--- src/rtl/iword_hold.sv ---
module iword_hold #(
  parameter int ADDR_W = 32,
  parameter int CNT_W = 32,
  parameter logic [ADDR_W-1:0] RESET_PC = '0
) (
  input  logic              clk,
  input  logic              rst_n,
  input  logic              clr_stats,
  input  logic              bus16,
  input  logic              word_req,
  output logic              word_vld,
  output logic [15:0]       word_data,
  output logic [ADDR_W-1:0] word_addr,
  input  logic              br_en,
  input  logic [ADDR_W-1:0] br_tgt,
  output logic              mem_req,
  input  logic              mem_gnt,
  output logic [ADDR_W-1:0] mem_addr,
  output logic              mem_long,
  input  logic              mem_rvld,
  input  logic [31:0]       mem_rdata,
  input  logic              mem_hit,
  output logic [CNT_W-1:0]  cnt_hit,
  output logic [CNT_W-1:0]  cnt_miss,
  output logic [CNT_W-1:0]  cnt_held
);

  localparam int SUM_W = CNT_W + 2;

  typedef enum logic [1:0] {ST_IDLE, ST_REQ, ST_WAIT, ST_DRAIN} st_t;

  st_t               st;
  logic [ADDR_W-1:0] pc;
  logic [31:0]       hold;
  logic              hold_vld;
  logic              half;
  logic              acc_miss;
  logic              fresh;
  logic              fresh_miss;
  logic              deliver;
  logic              unused_bit;
  logic [ADDR_W-1:0] tgt_al;
  logic [ADDR_W-1:0] pc_inc;

  assign unused_bit = br_tgt[0];
  assign tgt_al     = {br_tgt[ADDR_W-1:1], 1'b0};
  assign pc_inc     = pc + ADDR_W'(2);

  assign word_vld  = (st == ST_IDLE) && hold_vld && !br_en;
  assign word_data = pc[1] ? hold[15:0] : hold[31:16];
  assign word_addr = pc;
  assign deliver   = word_vld && word_req;

  assign mem_req  = (st == ST_REQ);
  assign mem_addr = {pc[ADDR_W-1:2], half, 1'b0};
  assign mem_long = !bus16;

  always_ff @(posedge clk or negedge rst_n) begin
    if (!rst_n) begin
      st         <= ST_IDLE;
      pc         <= RESET_PC;
      hold       <= '0;
      hold_vld   <= 1'b0;
      half       <= 1'b0;
      acc_miss   <= 1'b0;
      fresh      <= 1'b0;
      fresh_miss <= 1'b0;
    end else begin
      case (st)
        ST_IDLE: begin
          if (br_en) begin
            pc       <= tgt_al;
            hold_vld <= 1'b0;
            fresh    <= 1'b0;
            half     <= 1'b0;
            acc_miss <= 1'b0;
            st       <= ST_REQ;
          end else if (deliver) begin
            pc    <= pc_inc;
            fresh <= 1'b0;
            if (pc[1]) hold_vld <= 1'b0;
          end else if (!hold_vld && word_req) begin
            half     <= 1'b0;
            acc_miss <= 1'b0;
            st       <= ST_REQ;
          end
        end
        ST_REQ: begin
          if (br_en) begin
            pc       <= tgt_al;
            half     <= 1'b0;
            acc_miss <= 1'b0;
            if (mem_gnt) st <= ST_DRAIN;
          end else if (mem_gnt) begin
            st <= ST_WAIT;
          end
        end
        ST_WAIT: begin
          if (br_en) begin
            pc       <= tgt_al;
            half     <= 1'b0;
            acc_miss <= 1'b0;
            st       <= mem_rvld ? ST_REQ : ST_DRAIN;
          end else if (mem_rvld) begin
            if (bus16 && !half) begin
              hold[31:16] <= mem_rdata[15:0];
              acc_miss    <= !mem_hit;
              half        <= 1'b1;
              st          <= ST_REQ;
            end else begin
              if (bus16) hold[15:0] <= mem_rdata[15:0];
              else       hold       <= mem_rdata;
              hold_vld   <= 1'b1;
              fresh      <= 1'b1;
              fresh_miss <= acc_miss || !mem_hit;
              half       <= 1'b0;
              st         <= ST_IDLE;
            end
          end
        end
        default: begin
          if (br_en) pc <= tgt_al;
          if (mem_rvld) begin
            half     <= 1'b0;
            acc_miss <= 1'b0;
            st       <= ST_REQ;
          end
        end
      endcase
    end
  end

  always_ff @(posedge clk or negedge rst_n) begin
    if (!rst_n) begin
      cnt_hit  <= '0;
      cnt_miss <= '0;
      cnt_held <= '0;
    end else if (clr_stats) begin
      cnt_hit  <= '0;
      cnt_miss <= '0;
      cnt_held <= '0;
    end else if (deliver) begin
      if (!fresh)          cnt_held <= (&cnt_held) ? cnt_held : cnt_held + 1'b1;
      else if (fresh_miss) cnt_miss <= (&cnt_miss) ? cnt_miss : cnt_miss + 1'b1;
      else                 cnt_hit  <= (&cnt_hit)  ? cnt_hit  : cnt_hit + 1'b1;
    end
  end

  logic [SUM_W-1:0] cnt_sum;
  assign cnt_sum = SUM_W'(cnt_hit) + SUM_W'(cnt_miss) + SUM_W'(cnt_held);


  req_hold_chk: assert property (@(posedge clk) disable iff (!rst_n)
    mem_req && !mem_gnt && !br_en |=> mem_req && $stable(mem_addr));


  no_word_in_fetch_chk: assert property (@(posedge clk) disable iff (!rst_n)
    mem_req |-> !word_vld);


  one_count_per_word_chk: assert property (@(posedge clk) disable iff (!rst_n)
    deliver && !clr_stats && !(&cnt_hit) && !(&cnt_miss) && !(&cnt_held)
    |=> cnt_sum == $past(cnt_sum) + 1'b1);


  idle_counts_stable_chk: assert property (@(posedge clk) disable iff (!rst_n)
    !deliver && !clr_stats |=> $stable(cnt_hit) && $stable(cnt_miss) && $stable(cnt_held));


  clear_chk: assert property (@(posedge clk) disable iff (!rst_n)
    clr_stats |=> cnt_hit == '0 && cnt_miss == '0 && cnt_held == '0);


  seq_addr_chk: assert property (@(posedge clk) disable iff (!rst_n)
    deliver |=> word_addr == $past(word_addr) + ADDR_W'(2));


  long_align_chk: assert property (@(posedge clk) disable iff (!rst_n)
    mem_req && mem_long |-> mem_addr[1:0] == 2'b00);


  branch_wins_chk: assert property (@(posedge clk) disable iff (!rst_n)
    br_en |-> !word_vld);

endmodule

--- config.mk ---
export PLATFORM = sky130hd
export DESIGN_NAME = iword_hold
export DESIGN_NICKNAME = d
export VERILOG_FILES = /design/src/rtl/iword_hold.sv
export SDC_FILE = /design/constraint.sdc
export NUM_CORES = 1
export LEC_CHECK = 0
export BUFFER_PORTS_ARGS = -buffer_cell sky130_fd_sc_hd__clkbuf_2
export CAP_MARGIN = 30
export CORE_ASPECT_RATIO = 0.7
export CORE_UTILIZATION = 58
export CTS_CLUSTER_DIAMETER = 50
export CTS_CLUSTER_SIZE = 28
export DETAILED_ROUTE_END_ITERATION = 16
export PLACE_DENSITY = 0.87
export SETUP_SLACK_MARGIN = 0.4
export SKIP_LAST_GASP = 1
export SYNTH_ARGS = -nofsm -noshare
export SYNTH_HDL_FRONTEND = slang
export SYNTH_SLANG_ARGS = --single-unit
export TNS_END_PERCENT = 30
--- constraint.sdc ---
create_clock -name clk -period 6.5 [get_ports clk]
set_clock_uncertainty 0.2 [all_clocks]
set_input_delay 0.65 -clock clk [delete_from_list [all_inputs] [get_ports clk]]
set_output_delay 0.65 -clock clk [all_outputs]
set_load 0.01 [all_outputs]
==> flow_metrics.tcl <==
set metrics [dict create \
    outcome "finished clean" \
    ys_types 62 \
    track_usage_pct 29.3 \
    grt_start_max_net_pins 89 \
    crit_type "reg2reg" \
    dieHeight_um 109 \
    critPathLaunchType "register" \
    grt_setup_unrepaired "no" \
    drive_above_1_share_pct 27.6 \
    rr_worst_depth 7 \
    synth_area_leaders "dfrtp_1 (44%), a21oi_1 (5.1%), mux2_2 (5.0%)" \
    ioPinCount 252 \
    setup_viol 0 \
    fin_total_pwr_mw 2.87 \
    num_antenna_cells 0 \
    path_clk_slew_ps 70 \
    ys.flop_type "dfrtp_1" \
    yosysWarningCount 0 \
    ff2ff_setup_slack_ps 3160 \
    max_freq_ghz 0.300 \
    layout_min_cycle_time_ps 3340 \
    cp.arrival_ps 3480 \
    initial_core_util_pct 60.2 \
    path_max_fanout 15 \
    worstMarginPinSlew_ps 1100 \
    postCtsResizedCells 0 \
    p_per_area_nw_per_um2 256 \
    clockBufferDepth 2 \
    period_share_pct 51.4 \
    dpl.hpwl_mm 17.4 \
    io_buffers 248 \
    drc 0 \
    yosysSeqAreaShare_pct 44.0 \
    ys_ff_latch 166 \
    ant_nets 0 \
    crit_required_ps 6640 \
    htree_levels 4 \
    vias_per_cell 6.19 \
    grt_first_pass_wirelength_mm 39.4 \
    crit_start "st[0]$_DFFE_PN0P_" \
    numCtsBuffers 17 \
    grt_overflow_total 0 \
    synth_top_area_share_pct 44.0 \
    drv_cap 0 \
    hold_viol 0 \
    hold_path_class "in2reg" \
    std_cell_rows 38 \
    antenna_found_initial 0 \
    hold_start "mem_hit" \
    die_w_um 155 \
    tns_ps 0 \
    root_buffer "clkbuf_16" \
    regToRegStartpoint "st[0]$_DFFE_PN0P_" \
    drt_iter0_markers 889 \
    die_area_um2 16800 \
    syn_area_per_cell_um2 8.96 \
    grt_pass1_vias 7976 \
    via_count 9028 \
    netlist_instances 1054 \
    cp-end-kind "register" \
    synth_top_area_cell "dfrtp_1" \
    fill_cells 1197 \
    stdcell_count 1458 \
    hold_buffers 1 \
    ir_drop_v 0.000207 \
    routedWlPerCell_um 17.0 \
    gp_congestion 0.872 \
    rr_endpoint "cnt_miss[24]$_DFFE_PN0P_" \
    dp_cells 1424 \
    area_growth_pct 18.4 \
    maxSlewHeadroom_pct 26.2 \
    clk_latency_ps 420 \
    maxSlewViolCount 0 \
    postCtsSetupBuffers 0 \
    wirelength_mm 24.8 \
    core-area_um2 15700 \
    cts.sinks 166 \
    cts_tree "yes" \
    syn_area_um2 9450 \
    synth-async-reset-ratio_pct 100 \
    p_leak_nw 4.87 \
    fin_nets 1325 \
    setup.worst_path.end "cnt_miss[24]$_DFFE_PN0P_" \
    synth-edff-count 0 \
    drtPass1Iterations 8 \
]
==> placed cells by master (no fill, tap or decap), types with 3 or more instances in the layout <==
master,instances
a211oi_1,3
a31oi_1,8
nor3_1,20
nor4_1,18
o22ai_1,8
xnor2_1,8
a311oi_1,5
mux2_2,42
nand4_1,36
or2_2,5
and3_1,13
or4_1,30
o31ai_1,26
buf_4,8
nand3_1,53
mux2i_1,17
nor2_1,64
or3_1,52
clkbuf_2,246
clkinv_4,3
inv_6,6
and4_1,13
o21ai_0,85
nand2_1,98
inv_1,25
ha_1,7
xor2_1,7
inv_8,5
nor2b_1,10
nand2b_1,7
a21oi_1,97
dfrtp_1,166
clkbuf_16,17
==> metrics by stage <==
stage	util (%)	setup WS [ps]	hold slack, ps	cell area [um^2]
after CTS	71.2	3180	211	11200
after floorplan	-	3910	154	9450
after detailed placement	67.5	2960	273	10600
after global routing	71.3	2930	227	11200
final	71.3	3160	232	11200
after global placement	67.2	2950	257	10500
==> worst min-delay path by stage <==
| stage | cells after the start | slack, ps | to |
|---|---|---|---|
| 6_report | 2 | 230 | fresh_miss$_DFFE_PN0P_ |
| 5_1_grt | 3 | 230 | word_addr[27]$_DFFE_PN0P_ |
| 4_1_cts | 2 | 210 | fresh_miss$_DFFE_PN0P_ |
| 3_5_place_dp | 2 | 270 | hold[22]$_DFFE_PN0P_ |
| 3_3_place_gp | 2 | 260 | hold[24]$_DFFE_PN0P_ |
| 2_1_floorplan | 0 | 150 | acc_miss$_DFFE_PN0P_ |
==> cell usage after synthesis (17+ instances only) <==
master / count
inv_1: 25
o31ai_1: 26
nor3_1: 20
or4_1: 30
clkbuf_1: 39
nand4_1: 36
a21oi_1: 97
or3_1: 52
nor4_1: 18
nand2_1: 98
buf_4: 34
mux2_2: 42
dfrtp_1: 166
mux2i_1: 17
o21ai_0: 85
nor2_1: 64
nand3_1: 53
==> registers in the layout, summed over array words and instances (netlist names) <==
name,count
acc_miss,1
fresh,1
st,2
word_addr,31
half,1
cnt_hit,32
cnt_miss,32
fresh_miss,1
cnt_held,32
hold,32
hold_vld,1
==> worst max-delay path: stages, from the launching register on <==
cell and delay [ps]:
dfrtp_1 400, inv_1 100, ha_1 460, nand4b_4 280, nor2_1 620, nand4b_1 540
or3_1 500, a21oi_1 160
==> layout make-up <==
class	instances	area [um^2]	area share, %
well taps	200	250	2.24
clock inverters	15	151	1.35
clock buffers	17	425	3.80
multi-input cells	777	4740	42.4
repair buffers	258	1370	12.2
inverters	25	93.8	0.839
flip-flops and latches	166	4150	37.1
==> power breakdown <==
| part | switching (mW) | total, mW | leakage, nW | internal, mW |
|---|---|---|---|---|
| Clock | 0.484 | 0.999 | 0.286 | 0.515 |
| Combinational | 0.340 | 0.601 | 2.38 | 0.261 |
| Sequential | 0.113 | 1.27 | 2.20 | 1.15 |
| Total | 0.937 | 2.87 | 4.87 | 1.93 |
==> kinds of logic after synthesis <==
family | count (synthesis) | share of synthesized area, %
compound gates | 259 | 16.0
xor+xnor | 15 | 1.39
fa+ha+maj | 7 | 0.927
mux | 60 | 6.93
flops | 166 | 44.0
other cells | 1 | 0.0397
simple gates | 434 | 24.9
buf+inv | 112 | 5.89
==> layer usage <==
| layer | wire [um] | up-vias | share of wire, % | GRT usage, % |
|---|---|---|---|---|
| li1 | - | 4260 | - | - |
| met1 | 10900 | 4275 | 44 | 40.8 |
| met2 | 11400 | 449 | 46 | 46.2 |
| met3 | 2070 | 44 | 8.3 | 6.16 |
| met4 | 455 | 0 | 1.8 | 9.26 |
| met5 | 0 | - | 0 | 0 |
Power figures use the tool's default switching activity.
